## src/rtl/psr_pkg.sv

```systemverilog
package psr_pkg;
    localparam int WORD_W    = 8;
    localparam int FLAG_BITS = 6;
    localparam int IDX_W     = $clog2(WORD_W);

    localparam int POS_IE  = 7;
    localparam int POS_CPY = 6;
    localparam int POS_HC  = 5;
    localparam int POS_SGN = 4;
    localparam int POS_OVF = 3;
    localparam int POS_NEG = 2;
    localparam int POS_ZER = 1;
    localparam int POS_CY  = 0;

    typedef enum logic [2:0] {
        SRC_HOLD,
        SRC_TAKE,
        SRC_RETURN,
        SRC_CMD_CLR,
        SRC_CMD_SET,
        SRC_IO
    } ie_src_e;
endpackage

```

## src/rtl/psr_ie_ctrl.sv

```systemverilog
module psr_ie_ctrl
    import psr_pkg::*;
(
    input  logic ie_q,
    input  logic take,
    input  logic ret,
    input  logic cmd_set,
    input  logic cmd_clr,
    input  logic io_wr,
    input  logic io_bit,
    output logic ie_d
);
    ie_src_e src;

    always_comb begin
        if (take)         src = SRC_TAKE;
        else if (ret)     src = SRC_RETURN;
        else if (cmd_clr) src = SRC_CMD_CLR;
        else if (cmd_set) src = SRC_CMD_SET;
        else if (io_wr)   src = SRC_IO;
        else              src = SRC_HOLD;
    end

    always_comb begin
        unique case (src)
            SRC_TAKE:    ie_d = 1'b0;
            SRC_RETURN:  ie_d = 1'b1;
            SRC_CMD_CLR: ie_d = 1'b0;
            SRC_CMD_SET: ie_d = 1'b1;
            SRC_IO:      ie_d = io_bit;
            default:     ie_d = ie_q;
        endcase
    end
endmodule

```

## src/rtl/psr_irq_gate.sv

```systemverilog
module psr_irq_gate #(
    parameter int NUM_IRQ = 4
) (
    input  logic               clk,
    input  logic               rst_n,
    input  logic               ie,
    input  logic [NUM_IRQ-1:0] req,
    input  logic [NUM_IRQ-1:0] en,
    output logic               irq_out
);
    logic [NUM_IRQ-1:0] live;

    generate
        for (genvar g = 0; g < NUM_IRQ; g++) begin : g_line
            assign live[g] = req[g] & en[g];
        end
    endgenerate

    assign irq_out = ie & (|live);

    AST_GATE_BLOCKS: assert property (@(posedge clk) disable iff (!rst_n) !ie |-> !irq_out);
    AST_GATE_PASSES: assert property (@(posedge clk) disable iff (!rst_n)
        (ie && ($countones(req & en) > 0)) |-> irq_out);
endmodule

```

## src/rtl/psr_bitcopy.sv

```systemverilog
module psr_bitcopy
    import psr_pkg::*;
(
    input  logic              cpy_bit,
    input  logic [WORD_W-1:0] rf_byte_in,
    input  logic [IDX_W-1:0]  bit_sel,
    input  logic              bld_en,
    output logic              picked_bit,
    output logic [WORD_W-1:0] rf_byte_out
);
    assign picked_bit = rf_byte_in[bit_sel];

    always_comb begin
        rf_byte_out = rf_byte_in;
        if (bld_en) rf_byte_out[bit_sel] = cpy_bit;
    end
endmodule

```

## src/rtl/psr_unit.sv

```systemverilog
module psr_unit
    import psr_pkg::*;
#(
    parameter int          NUM_IRQ = 4,
    parameter int          ADDR_W  = 6,
    parameter logic [7:0]  IO_ADDR = 8'h3F
) (
    input  logic               clk,
    input  logic               rst_n,
    input  logic [ADDR_W-1:0]  io_addr,
    input  logic               io_we,
    input  logic [7:0]         io_wdata,
    output logic [7:0]         io_rdata,
    input  logic [5:0]         alu_flag_en,
    input  logic [5:0]         alu_flag_val,
    input  logic               irq_take,
    input  logic               irq_return,
    input  logic               cmd_ie_set,
    input  logic               cmd_ie_clr,
    input  logic               bst_en,
    input  logic               bld_en,
    input  logic [2:0]         bit_sel,
    input  logic [7:0]         rf_byte_in,
    output logic [7:0]         rf_byte_out,
    input  logic [NUM_IRQ-1:0] irq_req,
    input  logic [NUM_IRQ-1:0] irq_en,
    output logic               irq_out,
    output logic [7:0]         status_q
);
    localparam logic [ADDR_W-1:0] MY_ADDR = IO_ADDR[ADDR_W-1:0];

    logic [WORD_W-1:0] word_q, word_d;
    logic              io_hit, io_wr, ie_next, picked_bit;

    assign io_hit   = (io_addr == MY_ADDR);
    assign io_wr    = io_we & io_hit;
    assign io_rdata = io_hit ? word_q : '0;
    assign status_q = word_q;

    psr_ie_ctrl u_ie (
        .ie_q    (word_q[POS_IE]),
        .take    (irq_take),
        .ret     (irq_return),
        .cmd_set (cmd_ie_set),
        .cmd_clr (cmd_ie_clr),
        .io_wr   (io_wr),
        .io_bit  (io_wdata[POS_IE]),
        .ie_d    (ie_next)
    );

    psr_bitcopy u_cpy (
        .cpy_bit     (word_q[POS_CPY]),
        .rf_byte_in  (rf_byte_in),
        .bit_sel     (bit_sel),
        .bld_en      (bld_en),
        .picked_bit  (picked_bit),
        .rf_byte_out (rf_byte_out)
    );

    psr_irq_gate #(.NUM_IRQ(NUM_IRQ)) u_gate (
        .clk     (clk),
        .rst_n   (rst_n),
        .ie      (word_q[POS_IE]),
        .req     (irq_req),
        .en      (irq_en),
        .irq_out (irq_out)
    );

    always_comb begin
        word_d = word_q;
        for (int i = 0; i < FLAG_BITS; i++) begin
            if (alu_flag_en[i] && (i != POS_SGN)) word_d[i] = alu_flag_val[i];
        end
        if (alu_flag_en[POS_NEG] || alu_flag_en[POS_OVF])
            word_d[POS_SGN] = word_d[POS_NEG] ^ word_d[POS_OVF];
        if (io_wr) word_d[POS_CPY:0] = io_wdata[POS_CPY:0];
        if (bst_en) word_d[POS_CPY] = picked_bit;
        word_d[POS_IE] = ie_next;
    end

    always_ff @(posedge clk or negedge rst_n) begin
        if (!rst_n) word_q <= '0;
        else        word_q <= word_d;
    end

    AST_TAKE_CLEARS: assert property (@(posedge clk) disable iff (!rst_n)
        irq_take |=> !status_q[POS_IE]);
    AST_RETURN_SETS: assert property (@(posedge clk) disable iff (!rst_n)
        (irq_return && !irq_take) |=> status_q[POS_IE]);
    AST_SIGN_TRACKS: assert property (@(posedge clk) disable iff (!rst_n)
        ((alu_flag_en[POS_NEG] || alu_flag_en[POS_OVF]) && !io_wr)
        |=> (status_q[POS_SGN] == (status_q[POS_NEG] ^ status_q[POS_OVF])));
    AST_IO_STORES: assert property (@(posedge clk) disable iff (!rst_n)
        (io_wr && !bst_en && !irq_take && !irq_return && !cmd_ie_set && !cmd_ie_clr)
        |=> (status_q == $past(io_wdata)));
    AST_ALU_SPARES_TOP: assert property (@(posedge clk) disable iff (!rst_n)
        (!io_wr && !bst_en && !irq_take && !irq_return && !cmd_ie_set && !cmd_ie_clr)
        |=> (status_q[7:6] == $past(status_q[7:6])));
    AST_LOAD_ONE_BIT: assert property (@(posedge clk) disable iff (!rst_n)
        $countones(rf_byte_out ^ rf_byte_in) <= 1);
endmodule

```

## config.mk

```make
export PLATFORM = sky130hd
export DESIGN_NAME = psr_unit
export DESIGN_NICKNAME = d
export VERILOG_FILES = /design/src/rtl/psr_pkg.sv /design/src/rtl/psr_ie_ctrl.sv /design/src/rtl/psr_irq_gate.sv /design/src/rtl/psr_bitcopy.sv /design/src/rtl/psr_unit.sv
export SDC_FILE = /design/constraint.sdc
export NUM_CORES = 1
export LEC_CHECK = 0
export ABC_AREA = 1
export BUFFER_PORTS_ARGS = -buffer_cell sky130_fd_sc_hd__buf_4
export CELL_PAD_IN_SITES_DETAIL_PLACEMENT = 0
export CELL_PAD_IN_SITES_GLOBAL_PLACEMENT = 1
export CORE_ASPECT_RATIO = 0.9
export CORE_MARGIN = 2
export CORE_UTILIZATION = 23
export CTS_BUF_LIST = sky130_fd_sc_hd__clkbuf_2 sky130_fd_sc_hd__clkbuf_4 sky130_fd_sc_hd__clkbuf_8
export CTS_CLUSTER_DIAMETER = 80
export DETAILED_ROUTE_END_ITERATION = 8
export PLACE_DENSITY_LB_ADDON = 0.1
export SETUP_SLACK_MARGIN = 0.15
export SLEW_MARGIN = 25
export SYNTH_ARGS = -nofsm -noshare
export SYNTH_HDL_FRONTEND = slang
export SYNTH_SLANG_ARGS = --single-unit
```

## constraint.sdc

```tcl
create_clock -name clk -period 1.14 [get_ports clk]
set_clock_uncertainty 0.1 [all_clocks]
set_input_delay 0.057 -clock clk [delete_from_list [all_inputs] [get_ports clk]]
set_output_delay 0.057 -clock clk [all_outputs]
set_load 0.01 [all_outputs]
```

* Word level (Yosys, flattened, before mapping)
Cells that the tools add are included.
Word-level totals: register bits 8, latch bits 0, bits in writable memories 0, bits in read-only memories 0, input port bits 54, output and inout port bits 25, logic and storage cells 54, memories 0
Operators by class: $add $sub $neg 0, $mul 0, div/mod/pow operators 0, $lt $le $gt $ge 2, equality and inequality tests 6, shift-type cells 0, muxes and demuxes 21, bitwise gates (word level) 7, reduce and logical (&&, ||, !) cells 11
Operator list (number):
- $mux 8 | 2
- $mux 3 | 5
- $reduce_bool 2->1 | 5
- $mux 1 | 9
- $bwmux 8 | 1
- $mux 7 | 1
- $and 1x1->1 | 6
- $eq 3x2->1 const B | 2
- $eq 3x3->1 const B | 2
- $eq 6x6->1 const B | 1
- $lt 3x4->1 const B | 1
- $reduce_or 2->1 | 2
- $reduce_or 4->1 | 1
- $bmux 1 s3 | 1
- $demux 1 s3 | 1
- $eq 3x1->1 const B | 1
- $ge 3x1->1 const B | 1
- $pmux 1 s3 | 1
- $reduce_bool 3->1 | 1
- $logic_and 1x1->1 | 1
- $logic_or 1x1->1 | 1
- $xor 1x1->1 | 1

* Longest topological paths before layout
depth in word-level cells 10, depth in mapped cells 9, gate-level depth less buffers 8

* Modules after synthesis
Synthesis repeated with hierarchy kept, for this count alone.
Second synthesis, totals: cells, all modules 165, area total of the unflattened synthesis 875.8 sq um
Modules (own cells, without submodules):
- psr_unit | times used 1, cells an instance 79, area each 531.8 sq um
- psr_bitcopy | times used 1, cells an instance 68, area each 270.3 sq um
- psr_ie_ctrl | times used 1, cells an instance 9, area each 40.0 sq um
- psr_irq_gate | times used 1, cells an instance 9, area each 33.8 sq um

* Least setup slack after synthesis
OpenSTA, ideal clock, no wires.
path kind reg-to-reg, start reg word_q[2], in the netlist status_q[2], end reg word_q[4], in the netlist status_q[4], setup time 0.128 ns, arrival time 0.779 ns, required time 0.912 ns, setup slack 0.133 ns, cell stages (with the launch flop) 7, buffers on the path 0, clock period less this slack 1.007 ns, cell sequence dfrtp_1 inv_1 nor2_1 nor2_1 nand2_1 nand3_1 a31oi_1
Between the ends: longest elaborated chain between the ends 4
RTL lines:
- start, declared | RTL line psr_unit.sv:32 | logic [WORD_W-1:0] word_q, word_d;
- start signal, assigned | RTL line psr_unit.sv:83 | else word_q <= word_d;
- $mux 1 | RTL line psr_unit.sv:72 | if (alu_flag_en[i] && (i != POS_SGN)) word_d[i] = alu_flag_val[i];
- $xor 1x1->1 | RTL line psr_unit.sv:75 | word_d[POS_SGN] = word_d[POS_NEG] ^ word_d[POS_OVF];
- $mux 1 | RTL line psr_unit.sv:74 | if (alu_flag_en[POS_NEG] || alu_flag_en[POS_OVF])
- $mux 7 | RTL line psr_unit.sv:76 | if (io_wr) word_d[POS_CPY:0] = io_wdata[POS_CPY:0];
Every way passes these cells. The select of a mux whose other input is x is not followed. A chain may end at the register's enable or synchronous reset.

* Worst setup path after layout
start reg word_q[6], in the netlist status_q[6], end out rf_byte_out[0]
Between the ends: longest elaborated chain between the ends 2
RTL lines:
- $bwmux 8 | RTL line psr_bitcopy.sv:15 | if (bld_en) rf_byte_out[bit_sel] = cpy_bit;
- $mux 8 | RTL line psr_bitcopy.sv:15
- end, declared | RTL line psr_unit.sv:24 | output logic [7:0] rf_byte_out,
Every way passes these cells.

==> results.md <==
- Ant diodes: 0
- PD cells: 713 mW/mm2
- Pin count of the biggest net entering global routing: 11
- Avg Vias per Cell: 4.22
- Cell Chain, Critical Path: o21ai_1 -> inv_1 -> buf_4
- CP required: 0.98 ns
- Synth area leaders: dfrtp_1, nand2_1, inv_1
- Hold Vio Cnt, Final: 0
- Die width: 69.4 um
- Fmax achieved: 0.837 GHz
- Met1 Usage GRT: 0.163
- EDFF count, synth: 0
- Cells on Worst Hold Path: 3
- HP Class: primary input to flop
- Clock root buffer: clkbuf_8
- GR peak layer: met2
- Die H: 62.8 um
- First-pass DRT Iterations: 3
- Register bit count reported by yosys: 8
- Gpl congestion: 0.775
- Crit end category: output port
- Placed insts: 271
- Residual DRC count: 0
- Clk slew on worst S/H paths: 0.04 ns
- Nets: 296
- Dpl ws: 0.0480 ns
- Final WS setup: -0.0542 ns
- First-pass GRT wire length: 4.93 mm
- IO Pins: 79
- Worst R2R Path Depth: 5
- Critical path depth: 3
- Final worst path period share: 1.05
- Rows: 21
- Fillers: 395
- Initial antenna violation count: 0
- Non-Filler Instances: 286
- Synth cell count leaders: nand2_1, inv_1, nor2_1
- Clk buf depth: 2
- Final WL: 2.96 mm
- Worst slew margin: 0.854
- Starting Density: 0.239
- CORE AREA: 0.00370 mm2
- Layout cells sized above 1: 0.492
- Status: finished with violations
- Syn Std Cell Area: 885 um2
- Worst-Skew Late Latency: 0.22 ns
- Cell count after synthesis: 153
- Final ANT Viol Nets: 0
- CTS tree: done
- Clk sink count: 8
- Failing checks: setup timing
- Total GRT Usage: 0.133
- Post-synth ARST share: 1.00
- Pleak: 0.961 nW
- CP Data Arrival Time: 1.04 ns
- Via count: 1207
- Area Growth Syn to Fin: 95.3%
- Overall power: 1.23 mW
- WP buf/inv: 2
- 1st-iter DRT viols: 25
- Final Critical Period: 1.19 ns
- CP Launch Type: flop
- Syn Area/Cell: 5.78 um2
- TritonCTS Buffers: 3
- Routing usage on met2: 0.248
- Yosys warns: 0
- Drt wl/cell: 10.3 um
- Biggest area consumer among synthesized cells: dfrtp_1
- Synth unique cells: 26
- RSZ-0062 raised after global routing: yes
- Yosys top cell area share: 0.226
- Slowest CP cell: dfrtp_2
- Crit-path leading delay family: flip-flops
- Post-DP HPWL: 2.36 mm
- H-tree Lvls: 1
- Flip-flop count of the largest register after layout: 8
- Pins Over Slew Limit: 0
- CP max stage delay: 0.48 ns
- Number of global-route vias before repair: 1180
- Ys flop type: dfrtp_1
- Congestion Overflow GR: 0
- Die footprint: 0.00436 mm2
- Worst Max-Slew Pin Slew: 0.219 ns
- Final TNS setup: -0.349 ns
- Crit Path Max Fanout: 10
- Max-cap violation count: 0
- Most common cell in the synthesized netlist: nand2_1
- Port-buffer cells: 76
- Maximum vdd drop: 0.600 mV
- Sequential cell area fraction in the yosys report: 0.226
- Critical path class: flop to output port
- # setup viols final: 10
- Mapped Nets: 207
- GR Layer Usage met3: 0.0242
[per-stage QoR]
| stage | hold slack [ns] | utilization | instance area, um2 |
|---|---|---|---|
| after floorplan | -0.339 | - | 886 |
| after global placement | -0.217 | 0.400 | 1480 |
| after detailed placement | -0.220 | 0.400 | 1480 |
| after CTS | 0.0342 | 0.454 | 1680 |
| after global routing | 0.0282 | 0.466 | 1730 |
| final | 0.00197 | 0.466 | 1730 |
[per-layer routing]
| layer | vias up | wire (um) |
|---|---|---|
| met5 | - | 0 |
| met4 | 0 | 0 |
| met3 | 0 | 178 |
| met2 | 35 | 1500 |
| met1 | 534 | 1280 |
| li1 | 638 | - |
[report_power, final]
part	switching, mW	leakage (nW)	total (mW)	internal, mW
Combinational	0.238	0.843	0.549	0.311
Sequential	0.0352	0.0958	0.352	0.317
Clock	0.103	0.0216	0.331	0.228
[logic make-up after synthesis]
logic type	count (synthesis)	share of synthesized area
AND/OR/NAND/NOR	76	0.386
flip-flops	8	0.226
AO/OA/AOI/OAI	25	0.163
buffers and inverters	41	0.191
multiplexers	3	0.0339
[final timing paths]
check,slack (ns),endpoint,startpoint
min reg2reg,0.49,status_q[4],status_q[4]
min in group asynchronous,0.10,status_q[1],rst_n
max reg2reg,0.09,status_q[4],status_q[3]
min,0.002,status_q[1],alu_flag_val[1]
max,-0.05,rf_byte_out[0],status_q[6]
max in group asynchronous,0.69,status_q[6],rst_n
[final cells by class]
cell class | instances | area [um2] | area share
repair buffers | 88 | 719 | 0.416
multi-input cells | 104 | 569 | 0.329
flip-flops and latches | 8 | 201 | 0.117
inverters | 37 | 139 | 0.0804
well taps | 46 | 57.6 | 0.0333
clock buffers | 3 | 41.3 | 0.0239
[worst register-to-register path: stages, from the launching register on]
cell and delay, ns:
dfrtp_1 0.37, inv_2 0.06, o21a_1 0.18, nand2_1 0.07, nand3_2 0.06, a31oi_1 0.13
[layout by cell type, fill, tap and decap left out, types with 4 or more instances in the layout]
cell	Yosys	routed
dlygate4sd3_1	0	7
o21ai_1	3	8
nand2_1	42	41
nand3_2	1	4
buf_6	1	11
dfrtp_1	8	7
inv_1	32	26
inv_2	4	10
buf_4	2	70
nor2_2	3	7
nor2_1	19	14
o21ai_0	10	4
[timing repair]
item                                    in CTS  in global routing
pin swaps                                   13                  3
gates resized for setup                     23                 15
hold endpoints to repair                    14                  0
buffers inserted                             4                  1
endpoints found under the setup margin      20                 25
gates cloned                                 0                  0
hold buffers                                 7                  0
(Power assumes the default switching activity.)
